===== config.mk =====
export PLATFORM = sky130hd
export DESIGN_NAME = hbridge_ctrl
export DESIGN_NICKNAME = d
export VERILOG_FILES = /design/src/rtl/hb_pkg.sv /design/src/rtl/hb_in_stage.sv /design/src/rtl/hb_mode_sel.sv /design/src/rtl/hb_chopper.sv /design/src/rtl/hbridge_ctrl.sv
export SDC_FILE = /design/constraint.sdc
export NUM_CORES = 1
export LEC_CHECK = 0
export ABC_CLOCK_PERIOD_IN_PS = 1900
export BUFFER_PORTS_ARGS = -buffer_cell sky130_fd_sc_hd__buf_2
export CORE_MARGIN = 10
export CORE_UTILIZATION = 40
export CTS_CLUSTER_DIAMETER = 200
export DETAILED_ROUTE_END_ITERATION = 12
export PLACE_DENSITY = 0.67
export SETUP_SLACK_MARGIN = 0.2
export SYNTH_ARGS = -nofsm -noshare
export SYNTH_HDL_FRONTEND = slang
export SYNTH_SLANG_ARGS = --single-unit

===== constraint.sdc =====
create_clock -name clk -period 1.9 [get_ports clk]
set_input_delay 0.57 -clock clk [delete_from_list [all_inputs] [get_ports clk]]
set_output_delay 0.57 -clock clk [all_outputs]
set_load 0.005 [all_outputs]

===== src/rtl/hb_pkg.sv =====
package hb_pkg;
  typedef struct packed {
    logic hs1;
    logic ls1;
    logic hs2;
    logic ls2;
  } hb_gates_t;

  localparam hb_gates_t HB_ALL_OFF = '0;
endpackage


===== src/rtl/hb_in_stage.sv =====
module hb_in_stage #(
  parameter int FILT_CYC = 3
) (
  input  logic clk,
  input  logic rst_n,
  input  logic dis_pin,
  input  logic pwm_pin,
  input  logic dir_pin,
  output logic dis_filt,
  output logic pwm_q,
  output logic dir_q,
  output logic pins_low,
  output logic pin_chg
);
  localparam int FW = $clog2(FILT_CYC + 1);

  logic          dis_q, dis_qq, pwm_qq, dir_qq;
  logic [FW-1:0] cnt, cnt_nx;
  logic          dis_filt_nx;

  // disable filter: follow dis_q only after it differs for FILT_CYC samples
  always_comb begin
    cnt_nx      = cnt;
    dis_filt_nx = dis_filt;
    if (dis_q == dis_filt) begin
      cnt_nx = '0;
    end else if (cnt == FW'(FILT_CYC - 1)) begin
      dis_filt_nx = dis_q;
      cnt_nx      = '0;
    end else begin
      cnt_nx = cnt + 1'b1;
    end
  end

  always_ff @(posedge clk or negedge rst_n) begin
    if (!rst_n) begin
      dis_q    <= 1'b1;
      dis_qq   <= 1'b1;
      pwm_q    <= 1'b0;
      pwm_qq   <= 1'b0;
      dir_q    <= 1'b0;
      dir_qq   <= 1'b0;
      cnt      <= '0;
      dis_filt <= 1'b1;
    end else begin
      dis_q    <= dis_pin;
      dis_qq   <= dis_q;
      pwm_q    <= pwm_pin;
      pwm_qq   <= pwm_q;
      dir_q    <= dir_pin;
      dir_qq   <= dir_q;
      cnt      <= cnt_nx;
      dis_filt <= dis_filt_nx;
    end
  end

  assign pins_low = !dis_q && !pwm_q && !dir_q;
  assign pin_chg  = (dis_q ^ dis_qq) | (pwm_q ^ pwm_qq) | (dir_q ^ dir_qq);
endmodule


===== src/rtl/hb_mode_sel.sv =====
module hb_mode_sel (
  input  logic clk,
  input  logic rst_n,
  input  logic dis_filt,
  input  logic pwm_q,
  input  logic dir_q,
  input  logic pins_low,
  input  logic pin_chg,
  input  logic cfg_wr,
  input  logic cfg_sin,
  input  logic sw_en,
  input  logic sw_dir,
  input  logic sw_pwm,
  output logic sw_act,
  output logic eff_dis,
  output logic eff_pwm,
  output logic eff_dir
);
  logic sw_act_nx;

  // a pin change wins over a register write in the same cycle
  always_comb begin
    sw_act_nx = sw_act;
    if (pin_chg) begin
      sw_act_nx = 1'b0;
    end else if (cfg_wr) begin
      sw_act_nx = cfg_sin && pins_low;
    end
  end

  always_ff @(posedge clk or negedge rst_n) begin
    if (!rst_n) begin
      sw_act <= 1'b0;
    end else begin
      sw_act <= sw_act_nx;
    end
  end

  assign eff_dis = sw_act ? !sw_en : dis_filt;
  assign eff_pwm = sw_act ? sw_pwm : pwm_q;
  assign eff_dir = sw_act ? sw_dir : dir_q;
endmodule


===== src/rtl/hb_chopper.sv =====
module hb_chopper #(
  parameter int BLANK_CYC = 8,
  parameter int TRANS_CYC = 20
) (
  input  logic       clk,
  input  logic       rst_n,
  input  logic       clr,
  input  logic [1:0] oc,
  output logic [1:0] cut
);
  localparam int BW = $clog2(BLANK_CYC + 1);
  localparam int GW = $clog2(TRANS_CYC + 1);

  logic [1:0]    want_set, want_rel, cut_nx;
  logic [GW-1:0] gap, gap_nx;
  logic          gap_ok;

  for (genvar s = 0; s < 2; s++) begin : g_side
    logic [BW-1:0] blank, blank_nx;

    always_comb begin
      if (clr || !oc[s]) begin
        blank_nx = '0;
      end else if (blank != BW'(BLANK_CYC)) begin
        blank_nx = blank + 1'b1;
      end else begin
        blank_nx = blank;
      end
    end

    always_ff @(posedge clk or negedge rst_n) begin
      if (!rst_n) begin
        blank <= '0;
      end else begin
        blank <= blank_nx;
      end
    end

    assign want_set[s] = oc[s] && (blank == BW'(BLANK_CYC)) && !cut[s];
    assign want_rel[s] = cut[s] && !oc[s];
  end

  assign gap_ok = (gap == GW'(TRANS_CYC));

  // one spacing counter shared by both sides: any change restarts it
  always_comb begin
    cut_nx = cut;
    gap_nx = gap;
    if (clr) begin
      cut_nx = '0;
      gap_nx = GW'(TRANS_CYC);
    end else begin
      if (gap_ok) begin
        cut_nx = (cut | want_set) & ~want_rel;
      end
      if (cut_nx != cut) begin
        gap_nx = '0;
      end else if (!gap_ok) begin
        gap_nx = gap + 1'b1;
      end
    end
  end

  always_ff @(posedge clk or negedge rst_n) begin
    if (!rst_n) begin
      cut <= '0;
      gap <= GW'(TRANS_CYC);
    end else begin
      cut <= cut_nx;
      gap <= gap_nx;
    end
  end
endmodule


===== src/rtl/hbridge_ctrl.sv =====
module hbridge_ctrl #(
  parameter int FILT_CYC  = 3,
  parameter int BLANK_CYC = 8,
  parameter int TRANS_CYC = 20
) (
  input  logic clk,
  input  logic rst_n,
  input  logic dis_pin,
  input  logic pwm_pin,
  input  logic dir_pin,
  input  logic cfg_wr,
  input  logic cfg_sin,
  input  logic sw_en,
  input  logic sw_dir,
  input  logic sw_pwm,
  input  logic oc_hs1,
  input  logic oc_hs2,
  input  logic shutdown,
  output logic hs1_on,
  output logic ls1_on,
  output logic hs2_on,
  output logic ls2_on,
  output logic climit_act,
  output logic sw_mode_act
);
  import hb_pkg::*;

  logic      dis_filt, pwm_q, dir_q, pins_low, pin_chg;
  logic      eff_dis, eff_pwm, eff_dir, bridge_off;
  logic [1:0] cut;
  hb_gates_t gates_q, gates_nx;
  logic      climit_q;

  hb_in_stage #(.FILT_CYC(FILT_CYC)) i_in (
    .clk(clk), .rst_n(rst_n),
    .dis_pin(dis_pin), .pwm_pin(pwm_pin), .dir_pin(dir_pin),
    .dis_filt(dis_filt), .pwm_q(pwm_q), .dir_q(dir_q),
    .pins_low(pins_low), .pin_chg(pin_chg)
  );

  hb_mode_sel i_mode (
    .clk(clk), .rst_n(rst_n),
    .dis_filt(dis_filt), .pwm_q(pwm_q), .dir_q(dir_q),
    .pins_low(pins_low), .pin_chg(pin_chg),
    .cfg_wr(cfg_wr), .cfg_sin(cfg_sin),
    .sw_en(sw_en), .sw_dir(sw_dir), .sw_pwm(sw_pwm),
    .sw_act(sw_mode_act),
    .eff_dis(eff_dis), .eff_pwm(eff_pwm), .eff_dir(eff_dir)
  );

  assign bridge_off = eff_dis || shutdown;

  hb_chopper #(.BLANK_CYC(BLANK_CYC), .TRANS_CYC(TRANS_CYC)) i_chop (
    .clk(clk), .rst_n(rst_n),
    .clr(bridge_off),
    .oc({oc_hs2, oc_hs1}),
    .cut(cut)
  );

  // truth table; the chopper only ever removes a low side
  always_comb begin
    gates_nx = HB_ALL_OFF;
    if (!bridge_off) begin
      gates_nx.hs1 = eff_dir;
      gates_nx.hs2 = !eff_dir;
      gates_nx.ls2 = eff_pwm && eff_dir && !cut[0];
      gates_nx.ls1 = eff_pwm && !eff_dir && !cut[1];
    end
  end

  always_ff @(posedge clk or negedge rst_n) begin
    if (!rst_n) begin
      gates_q  <= HB_ALL_OFF;
      climit_q <= 1'b0;
    end else begin
      gates_q  <= gates_nx;
      climit_q <= |cut;
    end
  end

  assign hs1_on     = gates_q.hs1;
  assign ls1_on     = gates_q.ls1;
  assign hs2_on     = gates_q.hs2;
  assign ls2_on     = gates_q.ls2;
  assign climit_act = climit_q;
endmodule


==> results.py, run 1 <==
metrics = {
    "outcome": {
        "outcome": "finished, final reports clean",
    },
    "final_layout": {
        "fin_area_um2": 1610,
        "drive_above_1_share_pct": 28.3,
        "nNetsFinal": 163,
        "area_growth_pct": 15.8,
        "n_antenna_cell": 0,
        "fill_cells": 339,
    },
    "timing": {
        "max_freq_mhz": 619,
        "tightest_slew_ps": 655,
        "maxSlewHeadroom_pct": 56.3,
        "fin_ws_ps": 285,
        "hold_violations": 0,
        "period_needed_ps": 1610,
        "slew_violations": 0,
        "clock_skew_ps": 9.15,
        "rsz0062_at_grt": "no",
        "setup_viol": 0,
        "fin_crit_sh_pct": 85.0,
        "tns_ps": 0,
    },
    "placed_design": {
        "dp_slack_ps": 282,
        "port_buffers": 18,
        "gp_congestion": 0.751,
        "dp_hpwl_um": 1930,
        "postPlaceCellArea_um2": 1510,
    },
    "yosys": {
        "synthTopCellsByArea": "dfrtp_1 45%, dfstp_2 9.4%, ha_1 5.4%, xor2_1 5.0%, xnor2_1 3.1%",
        "syn-instance-count": 122,
        "seq_area_frac_synth_pct": 54.4,
        "synth_compound_area_share_pct": 7.19,
        "async_flop_share_pct": 100,
        "synth_common_cells": "25 x dfrtp_1, 11 x nor2_1, 8 x xor2_1",
        "synth_seq_cells": 30,
        "synth_most_common_cell": "dfrtp_1",
        "synth_top_area_share_pct": 44.9,
        "yosys.area_share.simple_pct": 16.1,
        "synth_top_area_cell": "dfrtp_1",
        "muxShareOfSynthArea_pct": 4.49,
        "synth_area_um2": 1390,
        "syn-num-nets": 141,
        "synth_top_family_by_area": "simple AND/OR/NAND/NOR gates",
        "dominantRegCellSynth": "dfrtp_1",
        "synthAdderAreaFrac_pct": 5.39,
        "synth_cell_types": 32,
        "synth_xor_area_share_pct": 8.18,
        "ys.warnings.count": 0,
        "avgSynthCellArea_um2": 11.4,
        "synth_edf_count": 0,
    },
    "cts": {
        "path_clk_slew_ps": 100,
        "cts_root_buffer": "clkbuf_4",
        "clockBufferDepth": 2,
        "cts_hold_buf": 0,
        "ctsHtreeMaxLevel": 2,
        "tritoncts": "built",
        "clock-sinks": 30,
        "numCtsBuffers": 5,
        "clk_latency_ps": 330,
    },
    "floorplan": {
        "fp-row-count": 21,
        "die_h_um": 79.0,
        "die_w_um": 79.0,
        "dieArea_um2": 6240,
        "initial_core_util_pct": 41.4,
        "coreArea_um2": 3360,
        "io_pins": 19,
    },
    "setup_path": {
        "crit_type": "register to register",
        "rr_startpoint": "i_chop.g_side[0].blank[0]$_DFFE_PN0P_",
        "setup.worst_path.start": "i_chop.g_side[0].blank[0]$_DFFE_PN0P_",
        "crit_required_ps": 2120,
        "cp_slowest_cell": "dfrtp_1",
        "r2r_setup_slack_ps": 290,
        "crit_fanout": 5,
        "crit_chain": "inv_1, ha_1, and3b_2, a221oi_4, nand2_1, o41ai_2",
        "worstPathArrival_ps": 1840,
        "reg2reg_depth": 6,
        "crit_path_start_kind": "register",
        "reg2reg_to": "i_chop.gap[1]$_DFFE_PN0P_",
        "crit_path_end_kind": "register",
        "slowest_delay_ps": 370,
        "endpoint": "i_chop.gap[1]$_DFFE_PN0P_",
    },
    "global_route": {
        "grt_pass1_vias": 1005,
        "grt_max_degree": 31,
        "grt_first_pass_wirelength_um": 4640,
        "antenna_found_initial": 0,
        "grt_usage_pct": 9.34,
        "grt-ovfl-total": 0,
    },
    "detailed_routing": {
        "vias_per_cell": 5.03,
        "wl_per_cell_um": 14.3,
        "drtIter0Drc": 39,
        "firstDrtPassIters": 4,
        "drt-total-wl_um": 2720,
        "final_antenna_net_count": 0,
        "drcViolationCount": 0,
        "vias": 960,
    },
    "worst_hold_path": {
        "hold_class": "input port to asynchronous set/reset pin",
    },
    "pwr": {
        "p_leak_nw": 0.733,
        "powerDensity_nw_per_um2": 889,
        "vdd_drop_max_mv": 0.521,
    },
    "job": {
        "drv_cap": 0,
    },
}
-- power breakdown --
group          switching (mW)  internal, mW
Clock                   0.218         0.253
Combinational           0.115         0.105
Sequential             0.0398         0.703
Total                   0.373          1.06
-- cell families (layout without fill, tap and decap cells) --
| kind of cell | Yosys count | count (layout) |
|---|---|---|
| flops | 30 | 30 |
| mux | 6 | 6 |
| simple gates | 42 | 42 |
| compound gates | 13 | 13 |
| fa+ha+maj | 6 | 6 |
| buf+inv | 12 | 35 |
| xor+xnor | 13 | 13 |
-- final cells by class --
class / instances / area (um^2) / share of cell area, %
Sequential cell: 30 / 757 / 46.9
Multi-Input combinational cell: 80 / 588 / 36.5
Timing Repair Buffer: 20 / 105 / 6.52
Clock buffer: 8 / 78.8 / 4.89
Tap cell: 46 / 57.6 / 3.57
Inverter: 7 / 26.3 / 1.63
-- worst min path at each step --
stage,end,from
after detailed placement,i_in.dis_qq$_DFF_PN1_,i_in.dis_q$_DFF_PN1_
final,hs2_on$_DFF_PN0_,rst_n
after global routing,i_in.pwm_q$_DFF_PN0_,rst_n
after floorplan,climit_act$_DFF_PN0_,rst_n
after global placement,i_in.dis_qq$_DFF_PN1_,i_in.dis_q$_DFF_PN1_
after CTS,i_in.cnt[0]$_DFF_PN0_,rst_n
-- critical path, delay by kind of cell, from the launching register on --
family          cells  cell delay, ps
fa+ha+maj           1             190
flops               1             370
compound gates      2             500
buf+inv             1              70
simple gates        2             390
-- metal layers --
layer / wire length, um / track usage, % / vias up
met5: 0 / 0 / -
met4: 42 / 3.76 / 0
li1: - / - / 460
met3: 122 / 3.72 / 5
met2: 1440 / 15.7 / 15
met1: 1120 / 10.3 / 480
-- sequential cells by signal (all words and copies together) (netlist names) --
name,cells
i_in.cnt,2
i_in.pwm_qq,1
i_mode.sw_act,1
ls2_on,1
hs2_on,1
i_chop.cut,2
i_in.dir_qq,1
ls1_on,1
i_in.dir_q,1
i_in.pwm_q,1
i_chop.g_side.blank,8
hs1_on,1
i_in.dis_filt,1
i_in.dis_qq,1
i_in.dis_q,1
i_chop.gap,5
climit_act,1
-- cells in the final DEF (no fill, tap or decap), drive strengths merged, types with 2 or more instances in the layout --
master	count
inv	7
nor2b	3
ha	6
o21ai	2
buf	20
and3b	2
mux2	2
or2	2
dfrtp	25
xor2	8
nand2	5
nor3	6
nand3	6
clkbuf	8
nor4	3
nor2	11
dfstp	5
a21oi	5
xnor2	5
mux2i	4
-- per-stage QoR --
step           power, mW  utilization, %  hold WS (ps)  cells
4_1_cts             1.44            47.1           270    189
3_5_place_dp       0.966            44.8           399    181
2_1_floorplan      0.903               -           274    122
3_3_place_gp       0.952            44.8           394    181
5_1_grt             1.53            48.0           288    191
6_report            1.43            48.0           256    191
-- timing repair --
item                                    in CTS  in global routing
setup buffers                                0                  2
endpoints found under the hold margin        0                  0
endpoints found under the setup margin       0                  3
gates resized for setup                      0                  4
Note: power is estimated with default switching activity, not from simulation.
==> run 2: changes to the inputs <==
ABC_AREA = 1   (was unset)
ABC_CLOCK_PERIOD_IN_PS = 1600   (was 1900)
clock period = 1.6 ns   (was 1.9 ns; I/O delays follow)
==> run 2 against run 1 <==
Against the previous run: critical path depth increased by 3; clock power decreased by 2%; clock skew about the same; sequential power increased by 19%; sequential share of layout area decreased by 3.0 points; worst setup slack got worse by 110 ps; first-iteration DRC count decreased by 7.7%; synthesized area increased by 0.27%; sequential cell count unchanged; critical path type unchanged; critical endpoint is now i_chop.gap[0]$_DFFE_PN0P_.
==> results.py, run 2 <==
metrics = {
    "detailed_routing": {
        "drtIter0Drc": 36,
        "firstDrtPassIters": 5,
        "final_antenna_net_count": 0,
        "wl_per_cell_um": 12.4,
        "vias": 1024,
        "drcViolationCount": 0,
        "vias_per_cell": 4.63,
        "drt-total-wl_um": 2750,
    },
    "setup_path": {
        "crit_path_end_kind": "register",
        "crit_type": "register to register",
        "endpoint": "i_chop.gap[0]$_DFFE_PN0P_",
        "reg2reg_to": "i_chop.gap[0]$_DFFE_PN0P_",
        "crit_fanout": 6,
        "reg2reg_depth": 9,
        "setup.worst_path.start": "i_chop.gap[1]$_DFFE_PN0P_",
        "crit_path_start_kind": "register",
        "rr_startpoint": "i_chop.gap[1]$_DFFE_PN0P_",
        "crit_required_ps": 1820,
        "r2r_setup_slack_ps": 170,
        "worstPathArrival_ps": 1650,
    },
    "timing": {
        "max_freq_mhz": 700,
        "clock_skew_ps": 8.72,
        "hold_violations": 0,
        "setup_viol": 0,
        "fin_ws_ps": 172,
        "rsz0062_at_grt": "yes",
        "maxSlewHeadroom_pct": 56.8,
        "tightest_slew_ps": 648,
        "tns_ps": 0,
        "slew_violations": 0,
        "fin_crit_sh_pct": 89.3,
        "period_needed_ps": 1430,
    },
    "yosys": {
        "avgSynthCellArea_um2": 9.83,
        "synth_edf_count": 0,
        "synth_top_area_cell": "dfrtp_1",
        "async_flop_share_pct": 100,
        "ys.warnings.count": 0,
        "synth_top_area_share_pct": 44.8,
        "synth_area_um2": 1400,
        "syn-num-nets": 161,
        "synth_common_cells": "26 x nand2_1, 25 x dfrtp_1, 20 x inv_1",
        "synth_cell_types": 27,
        "dominantRegCellSynth": "dfrtp_1",
        "synth_most_common_cell": "nand2_1",
        "seq_area_frac_synth_pct": 54.2,
        "synth_seq_cells": 30,
        "synthTopCellsByArea": "dfrtp_1 45%, dfstp_2 9.4%, nand2_1 7.0%, ha_1 5.4%, inv_1 5.4%",
        "syn-instance-count": 142,
    },
    "floorplan": {
        "initial_core_util_pct": 41.5,
        "dieArea_um2": 6250,
        "io_pins": 19,
        "die_h_um": 79.1,
        "die_w_um": 79.1,
        "coreArea_um2": 3360,
        "fp-row-count": 21,
    },
    "final_layout": {
        "fill_cells": 328,
        "layout_common_cells": "25 x dfrtp_1, 19 x nand2_1, 18 x buf_2",
        "fin_cells": 221,
        "area_growth_pct": 23.3,
        "fin_area_um2": 1720,
        "largest_reg_flops": 8,
        "seq_area_um2": 757,
        "regMostFlops": "i_chop.g_side.blank",
        "multi_input_area_um2": 619,
        "nNetsFinal": 193,
        "reg_top3": "i_chop.g_side.blank x8, i_chop.gap x5",
        "drive_above_1_share_pct": 37.7,
        "n_antenna_cell": 0,
        "final_common_cell": "dfrtp_1",
    },
    "cts": {
        "tritoncts": "built",
        "numCtsBuffers": 5,
        "cts_hold_buf": 0,
        "ctsHtreeMaxLevel": 2,
        "clk_latency_ps": 320,
        "clock-sinks": 30,
        "clockBufferDepth": 2,
        "path_clk_slew_ps": 90,
        "cts_root_buffer": "clkbuf_4",
    },
    "global_route": {
        "grt_first_pass_wirelength_um": 4460,
        "antenna_found_initial": 0,
        "grt_max_degree": 31,
        "grt_usage_pct": 9.05,
        "grt_pass1_vias": 1062,
        "grt-ovfl-total": 0,
    },
    "pwr": {
        "vdd_drop_max_mv": 0.505,
        "p_leak_nw": 0.844,
        "powerDensity_nw_per_um2": 935,
    },
    "worst_hold_path": {
        "hold_class": "input port to asynchronous set/reset pin",
    },
    "placed_design": {
        "dp_slack_ps": 124,
        "gp_congestion": 0.791,
        "placed_cells": 207,
        "postPlaceCellArea_um2": 1550,
        "port_buffers": 18,
        "dp_hpwl_um": 2000,
    },
    "outcome": {
        "outcome": "finished, final reports clean",
    },
    "job": {
        "drv_cap": 0,
    },
}
## run 2: cell count changes after synthesis, sizes merged, moves of 3 or more
cell	previous run	this run
nand3	6	10
nor2b	3	0
nor3	6	3
nand2	5	28
xor2	8	4
inv	7	22
nand4	0	3
xnor2	5	8
clkbuf	3	0
## run 2: critical path, cell delays in order (launching register included)
cell,delay [ps]
dfrtp_1,400
inv_2,60
ha_2,180
nand2_2,60
nor2_4,200
nand3_2,110
nand2_2,110
nand2_4,70
nand3_4,100
nor2_2,40
## run 2: layer usage
layer	GRT usage (%)	up-vias	part of all wire, %
met5	0	-	0
met4	4.30	0	1.5
met3	5.41	4	8.5
met2	14.8	20	51
met1	8.96	489	39
li1	-	511	-
## run 2: how the worst min path moves through the flow
stage	startpoint	endpoint	cells past startpoint
2_1_floorplan	rst_n	climit_act$_DFF_PN0_	0
3_3_place_gp	i_in.dis_q$_DFF_PN1_	i_in.dis_qq$_DFF_PN1_	0
3_5_place_dp	i_in.dis_q$_DFF_PN1_	i_in.dis_qq$_DFF_PN1_	0
4_1_cts	rst_n	i_chop.g_side[0].blank[0]$_DFFE_PN0P_	1
5_1_grt	rst_n	i_chop.g_side[0].blank[0]$_DFFE_PN0P_	1
6_report	rst_n	i_in.dir_qq$_DFF_PN0_	1
## run 2: logic make-up (layout without fill, tap and decap cells)
family	Yosys count	count (layout)	share of synthesized area (%)
AND/OR/NAND/NOR	61	61	21.6
multiplexers	2	2	1.43
adder cells (fa/ha/maj)	6	6	5.38
XOR/XNOR	12	12	7.53
AO/OA/AOI/OAI	9	9	3.76
buffers and inverters	22	55	6.09
flip-flops	30	30	54.2
## run 2: cell type report
type | instances | area share [%]
inverters | 22 | 4.94
well taps | 46 | 3.34
multi-input cells | 90 | 36.0
clock inverters | 1 | 0.291
clock buffers | 7 | 3.20
repair buffers | 25 | 8.28
flip-flops and latches | 30 | 44.0
## run 2: through the flow
stage / utilization [%] / power (mW) / hold slack (ps)
global placement: 46.1 / 1.12 / 396
finish: 51.2 / 1.61 / 174
global route: 51.2 / 1.71 / 201
detailed placement: 46.1 / 1.14 / 401
floorplan: - / 1.05 / 184
CTS: 48.9 / 1.62 / 178
## run 2: report_power, final
| part | total (mW) | internal [mW] | switching [mW] |
|---|---|---|---|
| sequential | 0.885 | 0.835 | 0.0500 |
| combinational | 0.264 | 0.111 | 0.153 |
| clock | 0.462 | 0.213 | 0.249 |
| total | 1.61 | 1.16 | 0.452 |
## run 2: timing repair
action	4_1_cts	5_1_grt
setup buffers	3	3
pin swaps	1	8
hold endpoints to repair	0	0
gates resized for setup	3	19
endpoints found under the setup margin	5	8
==> run 3: changes to the inputs <==
RECOVER_POWER = 50   (was unset)
==> run 3 against run 2 <==
Against the previous run: worst setup slack stayed put; sequential cell count stayed put; first-iteration DRC count stayed put; combinational power hardly changed; fmax stayed put; total power hardly changed; sequential power hardly changed; cell area stayed put; routed wire length is 0.44% higher; utilization stayed put; clock power hardly changed; largest power group unchanged.
==> results.py, run 3 (synthesized netlist as in run 2, its figures left out) <==
metrics = {
    "final_layout": {
        "layout_common_cells": "25 x dfrtp_1, 19 x nand2_1, 17 x inv_1, 17 x buf_2, 8 x xnor2_1",
        "area_growth_pct": 23.3,
        "seq_area_um2": 757,
        "regMostFlops": "i_chop.g_side.blank",
        "n_antenna_cell": 0,
        "fill_cells": 328,
        "reg_top3": "i_chop.g_side.blank x8, i_chop.gap x5",
        "final_common_cell": "dfrtp_1",
        "post-route-util_pct": 51.2,
        "largest_reg_flops": 8,
        "nNetsFinal": 193,
        "multi_input_area_um2": 619,
        "drive_above_1_share_pct": 37.1,
    },
    "pwr": {
        "intPower_mw": 1.16,
        "p_leak_nw": 0.844,
        "power_frac_comb_pct": 16.4,
        "pwr-share-seq_pct": 54.9,
        "vdd_drop_max_mv": 0.505,
        "powerDensity_nw_per_um2": 936,
        "clock_power_share_pct": 28.7,
        "switching_share_pct": 28.2,
        "power.switching_uw": 453,
    },
    "setup_path": {
        "slowest_delay_ps": 400,
        "rr_startpoint": "i_chop.gap[1]$_DFFE_PN0P_",
        "crit_path_end_kind": "register",
        "setup.worst_path.start": "i_chop.gap[1]$_DFFE_PN0P_",
        "crit_path_start_kind": "register",
        "cp_slowest_cell": "dfrtp_1",
        "crit_type": "register to register",
        "crit_buf_inv": 1,
        "crit_required_ps": 1820,
        "path_common_cell": "nand2_2",
        "crit_chain": "inv_2, ha_2, nand2_2, nor2_4, nand3_2, nand2_2, nand2_4, nand3_4, nor2_2",
        "worstPathArrival_ps": 1650,
        "crit_family": "simple AND/OR/NAND/NOR gates",
        "crit_fanout": 6,
    },
    "timing": {
        "hold_violations": 0,
        "max_freq_mhz": 700,
        "tightest_slew_ps": 731,
        "slew_violations": 0,
        "setup_viol": 0,
        "clock_skew_ps": 8.66,
        "period_needed_ps": 1430,
        "tns_ps": 0,
        "maxSlewHeadroom_pct": 51.3,
        "fin_crit_sh_pct": 89.3,
        "hold_ws_ps": 200,
        "rsz0062_at_grt": "yes",
    },
    "global_route": {
        "grt_max_degree": 31,
        "grt_pass1_vias": 1062,
        "grt-ovfl-total": 0,
        "grt_first_pass_wirelength_um": 4460,
        "grt_usage_pct": 9.05,
        "antenna_found_initial": 0,
    },
    "floorplan": {
        "fp-row-count": 21,
        "initial_core_util_pct": 41.5,
        "die_h_um": 79.1,
        "die_w_um": 79.1,
        "io_pins": 19,
        "coreArea_um2": 3360,
        "dieArea_um2": 6250,
    },
    "detailed_routing": {
        "drt-total-wl_um": 2760,
        "final_antenna_net_count": 0,
        "vias_per_cell": 4.68,
        "drtIter0Drc": 36,
        "wl_per_cell_um": 12.5,
        "firstDrtPassIters": 6,
        "drcViolationCount": 0,
        "vias": 1034,
    },
    "cts": {
        "cts_root_buffer": "clkbuf_4",
        "tritoncts": "built",
        "clockBufferDepth": 2,
        "cts_hold_buf": 0,
        "clk_latency_ps": 330,
        "ctsHtreeMaxLevel": 2,
        "path_clk_slew_ps": 90,
        "clock-sinks": 30,
        "numCtsBuffers": 5,
    },
    "placed_design": {
        "dp_hpwl_um": 2000,
        "gp_congestion": 0.791,
        "port_buffers": 18,
    },
    "outcome": {
        "outcome": "finished, final reports clean",
    },
    "worst_hold_path": {
        "hold_class": "input port to asynchronous set/reset pin",
    },
    "job": {
        "drv_cap": 0,
    },
}
## run 3: cell types whose count changed in the layout (fill, tap and decap cells not counted), sizes merged
cell | previous run | this run
clkbuf | 7 | 8
buf | 25 | 24
## run 3: cell type report
class	count	share of cell area, %
Sequential cell	30	44.0
Tap cell	46	3.34
Clock inverter	1	0.291
Inverter	22	4.94
Multi-Input combinational cell	90	36.0
Clock buffer	7	3.20
Timing Repair Buffer	25	8.28
## run 3: stage by stage
stage          cell area (um^2)  instances  setup slack (ps)  total power, mW
4_1_cts                    1640        218               204             1.62
2_1_floorplan              1400        142               268             1.05
6_report                   1720        221               172             1.61
3_3_place_gp               1550        207               198             1.12
5_1_grt                    1720        221              92.4             1.71
3_5_place_dp               1550        207               124             1.14
## run 3: routing by layer
layer	vias to the layer above	track usage [%]	share of wire, %
met5	-	0	0
met2	24	14.8	51
li1	512	-	-
met3	6	5.41	8.4
met4	0	4.30	1.7
met1	492	8.96	39
## run 3: final timing paths
path                       slack, ps  cells past startpoint                         to
max                              170                      9  i_chop.gap[0]$_DFFE_PN0P_
min                              200                      1      i_in.dir_qq$_DFF_PN0_
max reg2reg                      170                      9  i_chop.gap[0]$_DFFE_PN0P_
min reg2reg                      450                      1      i_in.cnt[0]$_DFF_PN0_
max in group asynchronous        930                      1           ls1_on$_DFF_PN0_
min in group clk                 250                      1       i_in.dis_q$_DFF_PN1_
## run 3: worst register-to-register path, delay by kind of cell (launching register included)
family | cells | cell delay [ps]
buffers and inverters | 1 | 60
DFF | 1 | 400
and+or+nand+nor | 7 | 700
adders and majority gates | 1 | 180
## run 3: repair_timing
| action | CTS | global route |
|---|---|---|
| endpoints found under the setup margin | 5 | 8 |
| endpoints found under the hold margin | 0 | 0 |
| resized for setup | 3 | 19 |
| buffers inserted | 3 | 3 |
| pin swaps | 1 | 8 |
## run 3: power by group through the flow
stage                     Sequential, mW  Clock, mW  Combinational [mW]
after floorplan                    0.891          0               0.162
after global placement             0.895          0               0.229
after detailed placement           0.901          0               0.238
after CTS                          0.885      0.480               0.254
after global routing               0.893      0.516               0.302
final                              0.884      0.462               0.264
